<file path="src/rtl/rdb_pkg.sv">
package rdb_pkg;

    localparam int FRAME_W       = 32;
    localparam int DATA_W        = 12;
    localparam int CELLS_PER_DEV = 6;
    localparam int CH_PER_DEV    = 12;
    localparam int MAX_WAIT_US   = 260;

    localparam logic [5:0]  REG_CTRL_HI  = 6'h0D;
    localparam logic [5:0]  REG_READ_PTR = 6'h1C;
    localparam logic [31:0] READ_FILL    = 32'hF800_030A;

    typedef enum logic [2:0] {
        ST_IDLE, ST_PTR, ST_CTL, ST_WAIT, ST_READ, ST_DONE
    } seq_state_t;

    typedef struct packed {
        logic [7:0] cell_hi;
        logic [7:0] cell_lo;
        logic [7:0] aux_hi;
        logic [7:0] aux_lo;
    } thresholds_t;

    typedef struct packed {
        logic [4:0]        dev;
        logic [3:0]        chan;
        logic [DATA_W-1:0] data;
        logic              crc_ok;
        logic              is_cell;
        logic              rise;
        logic              fall;
    } frame_result_t;

    // eight MSB-first shifts through polynomial 0x2F
    function automatic logic [7:0] crc_step(input logic [7:0] b);
        logic [7:0] c;
        c = b;
        for (int i = 0; i < 8; i++) begin
            c = c[7] ? ((c << 1) ^ 8'h2F) : (c << 1);
        end
        return c;
    endfunction

    function automatic logic [7:0] crc_word(input logic [23:0] v);
        return crc_step(crc_step(v[23:16]) ^ v[15:8]) ^ v[7:0];
    endfunction

    function automatic logic [31:0] build_write(input logic [4:0] dev,
                                                input logic [5:0] regsel,
                                                input logic [7:0] data,
                                                input logic       bcast);
        logic [31:0] f;
        f       = {dev, regsel, data, bcast, 12'h000};
        f[10:3] = crc_word({3'b000, f[31:11]});
        f[1]    = 1'b1;
        return f;
    endfunction

    // settle time in whole microseconds, margin included
    function automatic logic [8:0] wait_us(input logic [7:0] ndev,
                                           input logic [1:0] acq,
                                           input logic [1:0] avg);
        logic [19:0] tacq;
        logic [19:0] ns;
        case (acq)
            2'd0:    tacq = 20'd465;
            2'd1:    tacq = 20'd1010;
            2'd2:    tacq = 20'd1460;
            default: tacq = 20'd1890;
        endcase
        ns = (((tacq + 20'd695) * 20'd12) << avg) - tacq
             + ({12'h000, ndev} - 20'd1) * 20'd250;
        return 9'((ns + 20'd999) / 20'd1000 + 20'd5);
    endfunction

endpackage

</file>
<file path="src/rtl/rdb_thresh_regs.sv">
module rdb_thresh_regs
    import rdb_pkg::*;
(
    input  logic        clk,
    input  logic        rst,
    input  logic        wr,
    input  logic [1:0]  sel,
    input  logic [7:0]  val,
    output thresholds_t thr
);

    always_ff @(posedge clk) begin
        if (rst) begin
            thr.cell_hi <= 8'hFF;
            thr.cell_lo <= 8'h00;
            thr.aux_hi  <= 8'hFF;
            thr.aux_lo  <= 8'h00;
        end else if (wr) begin
            case (sel)
                2'd0:    thr.cell_hi <= val;
                2'd1:    thr.cell_lo <= val;
                2'd2:    thr.aux_hi  <= val;
                default: thr.aux_lo  <= val;
            endcase
        end
    end

    // reset values of the threshold pairs
    a_r10_reset_values: assert property (@(posedge clk)
        $past(rst) |-> (thr.cell_hi == 8'hFF && thr.aux_hi == 8'hFF &&
                        thr.cell_lo == 8'h00 && thr.aux_lo == 8'h00));

endmodule

</file>
<file path="src/rtl/rdb_wait_timer.sv">
module rdb_wait_timer
    import rdb_pkg::*;
#(
    parameter int CLK_PER_US = 10,
    parameter int NDEV_W     = 4
) (
    input  logic              clk,
    input  logic              rst,
    input  logic              load,
    input  logic [NDEV_W-1:0] ndev,
    input  logic [1:0]        acq,
    input  logic [1:0]        avg,
    output logic              zero
);

    localparam int CNT_W = $clog2(MAX_WAIT_US * CLK_PER_US + 1);

    logic [CNT_W-1:0] cnt;
    logic [CNT_W-1:0] span;

    always_comb begin
        span = CNT_W'(wait_us(8'(ndev), acq, avg)) * CNT_W'(CLK_PER_US);
    end

    always_ff @(posedge clk) begin
        if (rst) begin
            cnt <= '0;
        end else if (load) begin
            cnt <= span - CNT_W'(1);
        end else if (cnt != '0) begin
            cnt <= cnt - CNT_W'(1);
        end
    end

    assign zero = (cnt == '0);

    // a freshly loaded wait never finishes in the next cycle
    a_r4_load_not_expired: assert property (@(posedge clk) disable iff (rst)
        load |=> !zero);

endmodule

</file>
<file path="src/rtl/rdb_frame_eval.sv">
module rdb_frame_eval
    import rdb_pkg::*;
(
    input  logic [FRAME_W-1:0] rx,
    input  thresholds_t        thr,
    output frame_result_t      res
);

    logic [7:0]        hi_sel;
    logic [7:0]        lo_sel;
    logic [DATA_W-1:0] data;
    logic              unused_tail;

    assign unused_tail = ^rx[1:0];
    assign data        = rx[22:11];

    always_comb begin
        res.dev     = rx[31:27];
        res.chan    = rx[26:23];
        res.data    = data;
        res.crc_ok  = (crc_word({2'b00, rx[31:10]}) == rx[9:2]);
        res.is_cell = (rx[26:23] < 4'(CELLS_PER_DEV));
        hi_sel      = res.is_cell ? thr.cell_hi : thr.aux_hi;
        lo_sel      = res.is_cell ? thr.cell_lo : thr.aux_lo;
        res.rise    = (data >= {4'h0, hi_sel});
        res.fall    = !res.rise && (data <= {4'h0, lo_sel});
    end

endmodule

</file>
<file path="src/rtl/rdb_chain_sequencer.sv">
module rdb_chain_sequencer
    import rdb_pkg::*;
#(
    parameter int MAX_DEV    = 8,
    parameter int CLK_PER_US = 10,
    localparam int NDEV_W    = $clog2(MAX_DEV + 1),
    localparam int SUM_W     = $clog2(MAX_DEV * CELLS_PER_DEV * ((1 << DATA_W) - 1) + 1)
) (
    input  logic               clk,
    input  logic               rst,
    input  logic               start,
    input  logic [NDEV_W-1:0]  num_dev,
    input  logic [1:0]         acq_sel,
    input  logic [1:0]         avg_sel,
    input  logic               thr_wr,
    input  logic [1:0]         thr_sel,
    input  logic [7:0]         thr_val,
    output logic               fr_req,
    output logic [31:0]        fr_tx,
    input  logic               fr_ack,
    input  logic [31:0]        fr_rx,
    output logic               busy,
    output logic               done,
    output logic               err,
    output logic               res_valid,
    output logic [4:0]         res_dev,
    output logic [3:0]         res_chan,
    output logic [11:0]        res_data,
    output logic               res_rise,
    output logic               res_fall,
    output logic [SUM_W-1:0]   cell_sum
);

    localparam int RD_MAX = MAX_DEV * CH_PER_DEV;
    localparam int RD_W   = $clog2(RD_MAX + 1);

    seq_state_t        state;
    logic [NDEV_W-1:0] ndev_q;
    logic [1:0]        acq_q;
    logic [1:0]        avg_q;
    logic [NDEV_W-1:0] ndev_clamped;
    logic [RD_W-1:0]   rd_cnt;
    logic [RD_W-1:0]   rd_total;
    logic              wait_zero;
    logic              wait_load;
    thresholds_t       thr;
    frame_result_t     ev;

    rdb_thresh_regs u_thr (
        .clk (clk),
        .rst (rst),
        .wr  (thr_wr),
        .sel (thr_sel),
        .val (thr_val),
        .thr (thr)
    );

    assign wait_load = (state == ST_CTL) && fr_ack;

    rdb_wait_timer #(
        .CLK_PER_US (CLK_PER_US),
        .NDEV_W     (NDEV_W)
    ) u_wait (
        .clk  (clk),
        .rst  (rst),
        .load (wait_load),
        .ndev (ndev_q),
        .acq  (acq_q),
        .avg  (avg_q),
        .zero (wait_zero)
    );

    rdb_frame_eval u_eval (
        .rx  (fr_rx),
        .thr (thr),
        .res (ev)
    );

    always_comb begin
        if (num_dev == '0) begin
            ndev_clamped = NDEV_W'(1);
        end else if (num_dev > NDEV_W'(MAX_DEV)) begin
            ndev_clamped = NDEV_W'(MAX_DEV);
        end else begin
            ndev_clamped = num_dev;
        end
    end

    assign rd_total = RD_W'(ndev_q) * RD_W'(CH_PER_DEV);

    always_comb begin
        case (state)
            ST_PTR:  fr_tx = build_write(5'd0, REG_READ_PTR, 8'h00, 1'b1);
            ST_CTL:  fr_tx = build_write(5'd0, REG_CTRL_HI,
                                         {4'b0000, 1'b1, avg_q, 1'b0}, 1'b1);
            ST_READ: fr_tx = READ_FILL;
            default: fr_tx = '0;
        endcase
    end

    assign fr_req = (state == ST_PTR) || (state == ST_CTL) || (state == ST_READ);
    assign busy   = (state != ST_IDLE);
    assign done   = (state == ST_DONE);

    always_ff @(posedge clk) begin
        if (rst) begin
            state     <= ST_IDLE;
            ndev_q    <= NDEV_W'(1);
            acq_q     <= '0;
            avg_q     <= '0;
            rd_cnt    <= '0;
            err       <= 1'b0;
            cell_sum  <= '0;
            res_valid <= 1'b0;
            res_dev   <= '0;
            res_chan  <= '0;
            res_data  <= '0;
            res_rise  <= 1'b0;
            res_fall  <= 1'b0;
        end else begin
            res_valid <= 1'b0;
            case (state)
                ST_IDLE: begin
                    if (start) begin
                        ndev_q   <= ndev_clamped;
                        acq_q    <= acq_sel;
                        avg_q    <= avg_sel;
                        rd_cnt   <= '0;
                        err      <= 1'b0;
                        cell_sum <= '0;
                        state    <= ST_PTR;
                    end
                end
                ST_PTR: begin
                    if (fr_ack) state <= ST_CTL;
                end
                ST_CTL: begin
                    if (fr_ack) state <= ST_WAIT;
                end
                ST_WAIT: begin
                    if (wait_zero) state <= ST_READ;
                end
                ST_READ: begin
                    if (fr_ack) begin
                        if (!ev.crc_ok) begin
                            err   <= 1'b1;
                            state <= ST_DONE;
                        end else begin
                            res_valid <= 1'b1;
                            res_dev   <= ev.dev;
                            res_chan  <= ev.chan;
                            res_data  <= ev.data;
                            res_rise  <= ev.rise;
                            res_fall  <= ev.fall;
                            if (ev.is_cell) begin
                                cell_sum <= cell_sum + SUM_W'(ev.data);
                            end
                            rd_cnt <= rd_cnt + RD_W'(1);
                            if (rd_cnt == rd_total - RD_W'(1)) begin
                                state <= ST_DONE;
                            end
                        end
                    end
                end
                default: state <= ST_IDLE;
            endcase
        end
    end

    // done lasts one cycle
    a_r11_done_pulse: assert property (@(posedge clk) disable iff (rst)
        done |=> !done);

    // a pass only begins from a start request
    a_r11_start_begins: assert property (@(posedge clk) disable iff (rst)
        $rose(busy) |-> $past(start));

    // auxiliary results leave the sum unchanged
    a_r8_aux_not_summed: assert property (@(posedge clk) disable iff (rst)
        (res_valid && res_chan > 4'd5) |-> $stable(cell_sum));

    // the two alerts never coincide
    a_r9_alert_exclusive: assert property (@(posedge clk) disable iff (rst)
        !(res_rise && res_fall));

    // an error is only raised as the pass ends
    a_r6_err_with_done: assert property (@(posedge clk) disable iff (rst)
        $rose(err) |-> done);

    // a pending frame holds its content until accepted
    a_r2_tx_hold: assert property (@(posedge clk) disable iff (rst)
        (fr_req && !fr_ack) |=> (fr_req && $stable(fr_tx)));

endmodule

</file>
<file path="config.mk">
export PLATFORM = sky130hd
export DESIGN_NAME = rdb_chain_sequencer
export DESIGN_NICKNAME = d
export VERILOG_FILES = /design/src/rtl/rdb_pkg.sv /design/src/rtl/rdb_thresh_regs.sv /design/src/rtl/rdb_wait_timer.sv /design/src/rtl/rdb_frame_eval.sv /design/src/rtl/rdb_chain_sequencer.sv
export SDC_FILE = /design/constraint.sdc
export NUM_CORES = 1
export LEC_CHECK = 0
export CAP_MARGIN = 20
export CORE_ASPECT_RATIO = 1.2
export CORE_UTILIZATION = 40
export DETAILED_ROUTE_END_ITERATION = 10
export PLACE_DENSITY = 0.69
export SLEW_MARGIN = 20
export SYNTH_ARGS = -nofsm -noshare
export SYNTH_HDL_FRONTEND = slang
export SYNTH_HIERARCHICAL = 1
export SYNTH_SLANG_ARGS = --single-unit
</file>
<file path="constraint.sdc">
create_clock -name clk -period 20.9 [get_ports clk]
set_input_delay 4.18 -clock clk [delete_from_list [all_inputs] [get_ports clk]]
set_output_delay 4.18 -clock clk [all_outputs]
set_load 0.005 [all_outputs]
</file>
== Yosys cells after proc, flatten, opt, wreduce, memory -nomap -nowiden ==
Cells that the tools add are included.

* Flip-flop bits (word level): 105
* Latch bits: 0
* RAM bits: 0
* ROM bits: 0
* Input port bits: 55
* Output and inout bits: 78
* Word-level logic and storage cells: 148
* Memories: 0

* $add $sub $neg: 11
* Multiply operators: 4
* Divide/modulo/power cells: 1
* Order comparisons: 4
* Equality and inequality tests: 20
* Shift-type cells: 1
* Mux-type cells: 44
* Bitwise operators: 19
* Reductions and logical operators: 26

{| class="wikitable"
|+ Operators by type and width
! cell !! number
|-
| 32-bit case mux with 3 select lines || 1
|-
| 6-bit two-way mux || 14
|-
| 18-bit two-way mux || 4
|-
| 5-bit NOT || 14
|-
| 18-bit case mux with 2 select lines || 1
|-
| 11-bit case mux with 3 select lines || 1
|-
| 12-bit two-way mux || 2
|-
| 12-bit by 1-bit subtractor with 12-bit output, second input constant || 2
|-
| 3-bit two-way mux || 7
|-
| 7-bit two-way mux || 3
|-
| 20-bit by 10-bit adder with 20-bit output, second input constant || 1
|-
| 20-bit adder || 1
|-
| 20-bit by 10-bit divider with 20-bit output, second input constant || 1
|-
| 20-bit by 2-bit multiplier with 18-bit output, second input constant || 1
|-
| 20-bit by 7-bit multiplier with 19-bit output, second input constant || 1
|-
| 20-bit by 2-bit left shift with 20-bit output || 1
|-
| 20-bit by 11-bit subtractor with 20-bit output || 1
|-
| 18-bit by 12-bit adder with 18-bit output || 1
|-
| 8-bit two-way mux || 2
|-
| 8-bit XOR || 2
|-
| 3-bit case mux with 5 select lines || 1
|-
| 2-bit != test, second input constant || 7
|-
| 7-bit case mux with 2 select lines || 1
|-
| 11-bit by 10-bit adder with 12-bit output, second input constant || 1
|-
| other kinds (39) || 59
|}

== Depth between registers and ports, before layout ==
* Depth in word-level cells: 34
* Gate-level depth with buffers: 81
* Depth with buffers taken out: 73

== Hierarchy ==
The synthesis kept the hierarchy.

{| class="wikitable"
|+ By module, submodules not included
! module !! times used !! cells each !! area each (um^2) !! seq. area each (um^2)
|-
| rdb_wait_timer || 1 || 1053 || 7694.9 || 240.2
|-
| rdb_chain_sequencer || 1 || 396 || 3316.9 || 1221.2
|-
| rdb_thresh_regs || 1 || 126 || 1287.5 || 640.6
|-
| rdb_frame_eval || 1 || 144 || 1237.4 || 0.0
|}

== Least setup slack after synthesis ==
Ideal clock, no wire load.

* Kind: register to register
* Start: register ndev_q[0]
* End: register u_wait.cnt[11]
* Library setup time: 0.128 ns
* Arrival time: 15.881 ns
* Data required time: 20.772 ns
* Path slack: 4.891 ns
* Stages on the path, launching flop included: 77
* Buffers on the path: 6
* Period minus slack after synthesis: 16.009 ns
* Cells stage by stage: dfxtp_1 inv_1 ha_1 or3b_1 buf_1 inv_1 ha_1 ha_1 fa_1 inv_1 fa_1 inv_1 ha_1 o21ai_0 nand2b_1 a21o_1 a21o_1 a21o_1 (+41 left out) clkbuf_1 nor2_1 nor3_1 xnor2_1 ha_1 inv_1 fa_1 inv_1 a21oi_1 o21bai_1 xnor2_1 nand3_1 nor2_1 nand2_1 xnor2_1 xnor2_1 a21oi_1 nor2_1

* Cells in the longest elaborated chain, start to end: 9

{| class="wikitable"
|+ Ends and longest elaborated chain
! item !! line !! source
|-
| from (decl) || rdb_chain_sequencer.sv:38 || <nowiki>logic [NDEV_W-1:0] ndev_q;</nowiki>
|-
| from (signal assigned) || rdb_chain_sequencer.sv:125 || <nowiki>ndev_q <= ndev_clamped;</nowiki>
|-
| 4-bit by 1-bit subtractor with 5-bit output || rdb_pkg.sv:72 || <nowiki>+ ({12'h000, ndev} - 20'd1) * 20'd250;</nowiki>
|-
| 20-bit by 7-bit multiplier with 19-bit output || rdb_pkg.sv:72 ||
|-
| 20-bit adder || rdb_pkg.sv:72 ||
|-
| 20-bit by 10-bit adder with 20-bit output || rdb_pkg.sv:73 || <nowiki>return 9'((ns + 20'd999) / 20'd1000 + 20'd5);</nowiki>
|-
| 20-bit by 10-bit divider with 20-bit output || rdb_pkg.sv:73 ||
|-
| 9-bit by 3-bit adder with 9-bit output || rdb_pkg.sv:73 ||
|-
| 9-bit by 3-bit multiplier with 11-bit output || rdb_wait_timer.sv:22 || <nowiki>span = CNT_W'(wait_us(8'(ndev), acq, avg)) * CNT_W'(CLK_PER_US);</nowiki>
|-
| 12-bit by 1-bit subtractor with 12-bit output || rdb_wait_timer.sv:29 || <nowiki>cnt <= span - CNT_W'(1);</nowiki>
|-
| 12-bit two-way mux || rdb_wait_timer.sv:28 || <nowiki>end else if (load) begin</nowiki>
|-
| to (signal assigned) || rdb_wait_timer.sv:29 ||
|-
| to (signal assigned) || rdb_wait_timer.sv:31 || <nowiki>cnt <= cnt - CNT_W'(1);</nowiki>
|-
| to (decl) || rdb_wait_timer.sv:18 || <nowiki>logic [CNT_W-1:0] cnt;</nowiki>
|}

Every way passes these cells.
A chain may end at the register's enable or synchronous reset.

== Worst setup path after layout ==
Ends and elaborated chain as after synthesis.

==> metrics.yaml <==
outcome:
  outcome: "complete, no violations"
grt:
  grt_remaining_overflow: 0
  grt_pass1_vias: 11800
  antenna_found_initial: 0
  gr-usage-all-layers: 0.198
  grt_pass1_wl_mm: 57.2
  grt_max_degree: 91
detailed_routing:
  via_per_inst: 5.64
  wirelength_mm: 34.8
  ant_nets: 0
  dr.pass1.iters: 5
  vias: 12400
  drt_iter0_markers: 721
  wire_per_inst_um: 15.8
  drc_errors: 0
critical_path:
  critPathKind: "flip-flop to flip-flop"
  worstSetupStartpointType: "flip-flop"
  path_common_cell: "ha_1"
  worstPathRequired_ns: 21.10
  cp_slowest_cell: "o41ai_4"
  end_kind: "flip-flop"
  cp_slowest_stage_delay_ns: 0.70
  worstPathArrival_ns: 18.99
  cp_max_fo: 16
floorplanning:
  rows: 73
  die_x_um: 170
  initial_utilization: 0.407
  die_area_um2: 34600
  coreArea_um2: 33200
  die_y_um: 204
  pin_count: 133
cells_and_area:
  area_delta_synth_final_pct: 10.4
  nNetsFinal: 1953
  finalNonFillerCells: 2205
  n_antenna_cell: 0
  drive_above_1_share: 0.0672
cts:
  insertion_delay_ns: 0.35
  clk_pin_slew_worst_paths_ns: 0.07
  ctsRootBufferMaster: "clkbuf_16"
  cts_tree: "done"
  htree_num_levels: 3
  cts_resized: 0
  cts_made_buffers: 9
  cts_sinks: 105
  cts_setup_buffers: 0
  hold_buffers: 0
  clk_path_buf_depth: 2
sta:
  final-hold-violation-count: 0
  setup_viol: 0
  finalSetupTns_ns: 0
  relSlewSlack: 0.283
  tightest_slew_ns: 1.07
  drv_slew: 0
  rsz0062_at_grt: "no"
  finalCritPeriodShare: 0.899
  skew_ns: 0.0103
  fmax_mhz: 53.2
  fin_crit_ns: 18.79
synth:
  yosys-top-cells-count: "nand2_1 (166), nor2_1 (139), ha_1 (123), a21oi_1 (122), dfxtp_1 (105)"
  synth_edf_count: 0
  syn_avg_cell_area_um2: 7.87
  syn_area_um2: 13500
  yosys-top-cells-area: "dfxtp_1 (16%), ha_1 (11%), xnor2_1 (6.5%)"
  synth_top_area_cell: "dfxtp_1"
  ys_ff_latch: 105
  synthDistinctLibCells: 118
  synthCells: 1719
  ys_seq_area_frac: 0.155
  yosysMostFrequentCell: "nand2_1"
  yosysWarnings: 6
  synth_top_area_share: 0.155
  synth_ff_type: "dfxtp_1"
  async_flop_share: 0
placement:
  dpl.hpwl_mm: 27.0
  gp_congestion: 0.899
  placed_cells: 2189
  io_buffers: 118
min_path:
  hp-class: "flip-flop to flip-flop"
flow_run:
  cap_violations: 0
through the flow:
step	setup WS, ns	util	cell area [µm²]	hold slack, ns
final	2.11	0.450	14900	0.456
after floorplan	4.89	-	13600	0.444
after detailed placement	1.83	0.441	14600	0.449
after global routing	0.558	0.450	14900	0.474
after global placement	2.24	0.441	14600	0.442
after CTS	1.79	0.449	14900	0.459
sequential cells by signal, summed over array words and instances (netlist names):
| signal | cells |
|---|---|
| res_dev | 5 |
| res_chan | 4 |
| cell_sum | 18 |
| ndev_q | 4 |
| res_valid | 1 |
| state | 3 |
| rd_cnt | 7 |
| u_thr/thr | 32 |
| res_fall | 1 |
| acq_q | 2 |
| res_data | 12 |
| err | 1 |
| res_rise | 1 |
| avg_q | 2 |
| u_wait/cnt | 12 |
cells in the final DEF, fill, tap and decap left out, types with 6 or more instances in the layout:
cell type        count
nand2_1            166
nor2_1             139
ha_1               123
a21oi_1            121
clkdlybuf4s50_1    117
dfxtp_1            105
xnor2_1            100
inv_1               91
mux2i_1             63
nand3_1             51
o21ai_0             44
xor2_1              43
nand2b_1            37
nor3_1              36
a21o_1              33
o211ai_1            25
fa_1                24
o21ai_1             20
or3_1               19
a31oi_1             19
nand4_1             18
a211oi_1            17
o21a_1              16
and2_1              14
nor4_1              14
conb_1              12
and3_1              11
or2_2               10
nor2b_1             10
o31ai_1             10
clkbuf_16            9
o2111ai_1            9
buf_4                8
xnor2_2              8
a211o_1              7
a21oi_2              7
o221ai_1             7
and3b_1              6
and4_1               6
o22ai_1              6
per-layer routing:
| metal | track usage | routed length (µm) |
|---|---|---|
| met1 | 0.248 | 15400 |
| met2 | 0.351 | 17000 |
| met3 | 0.0278 | 1770 |
| met4 | 0.0547 | 593 |
| met5 | 0 | 0 |
cells by family (layout without fill, tap and decap cells):
kind of cell               after synthesis  count (layout)  synth area share
xor gates and xnor gates               155             155             0.107
AOI/OAI and AO/OA                      449             449             0.240
other                                    1              12          0.000277
muxes                                   68              68            0.0509
buffers and inverters                  210             235            0.0800
and+or+nand+nor                        580             580             0.214
adders and majority gates              151             151             0.152
DFF                                    105             105             0.155
path summary, 6_finish.rpt:
path,start,endpoint,slack (ns),depth (start not counted)
worst min register to register,res_data[6]$_SDFFE_PP0P_,res_data[6]$_SDFFE_PP0P_,0.46,2
worst min-delay path,res_data[6]$_SDFFE_PP0P_,res_data[6]$_SDFFE_PP0P_,0.46,2
worst max register to register,ndev_q[0]$_SDFFE_PP1P_,u_wait/cnt[11]$_SDFFE_PP0P_,2.11,70
worst max-delay path,ndev_q[0]$_SDFFE_PP1P_,u_wait/cnt[11]$_SDFFE_PP0P_,2.11,70
critical path, delay by kind of cell (launching register included):
family          cells  cell delay (ns)
flops               1             0.52
xor+xnor            7             1.75
compound gates     27             6.62
buf+inv             7             0.83
fa+ha+maj          13             4.87
simple gates       16             4.01
cell type report:
type | count | area [µm²]
Inverter | 94 | 353
Sequential cell | 105 | 2100
Tap cell | 450 | 563
Timing Repair Buffer | 126 | 1240
Clock buffer | 11 | 233
Clock inverter | 4 | 55.1
Fill cell | 3247 | 18300
Multi-Input combinational cell | 1415 | 10400
Power is left out: the tool's default activity adds up to more than one toggle a clock period on the data nets, which glitch-free logic cannot reach.
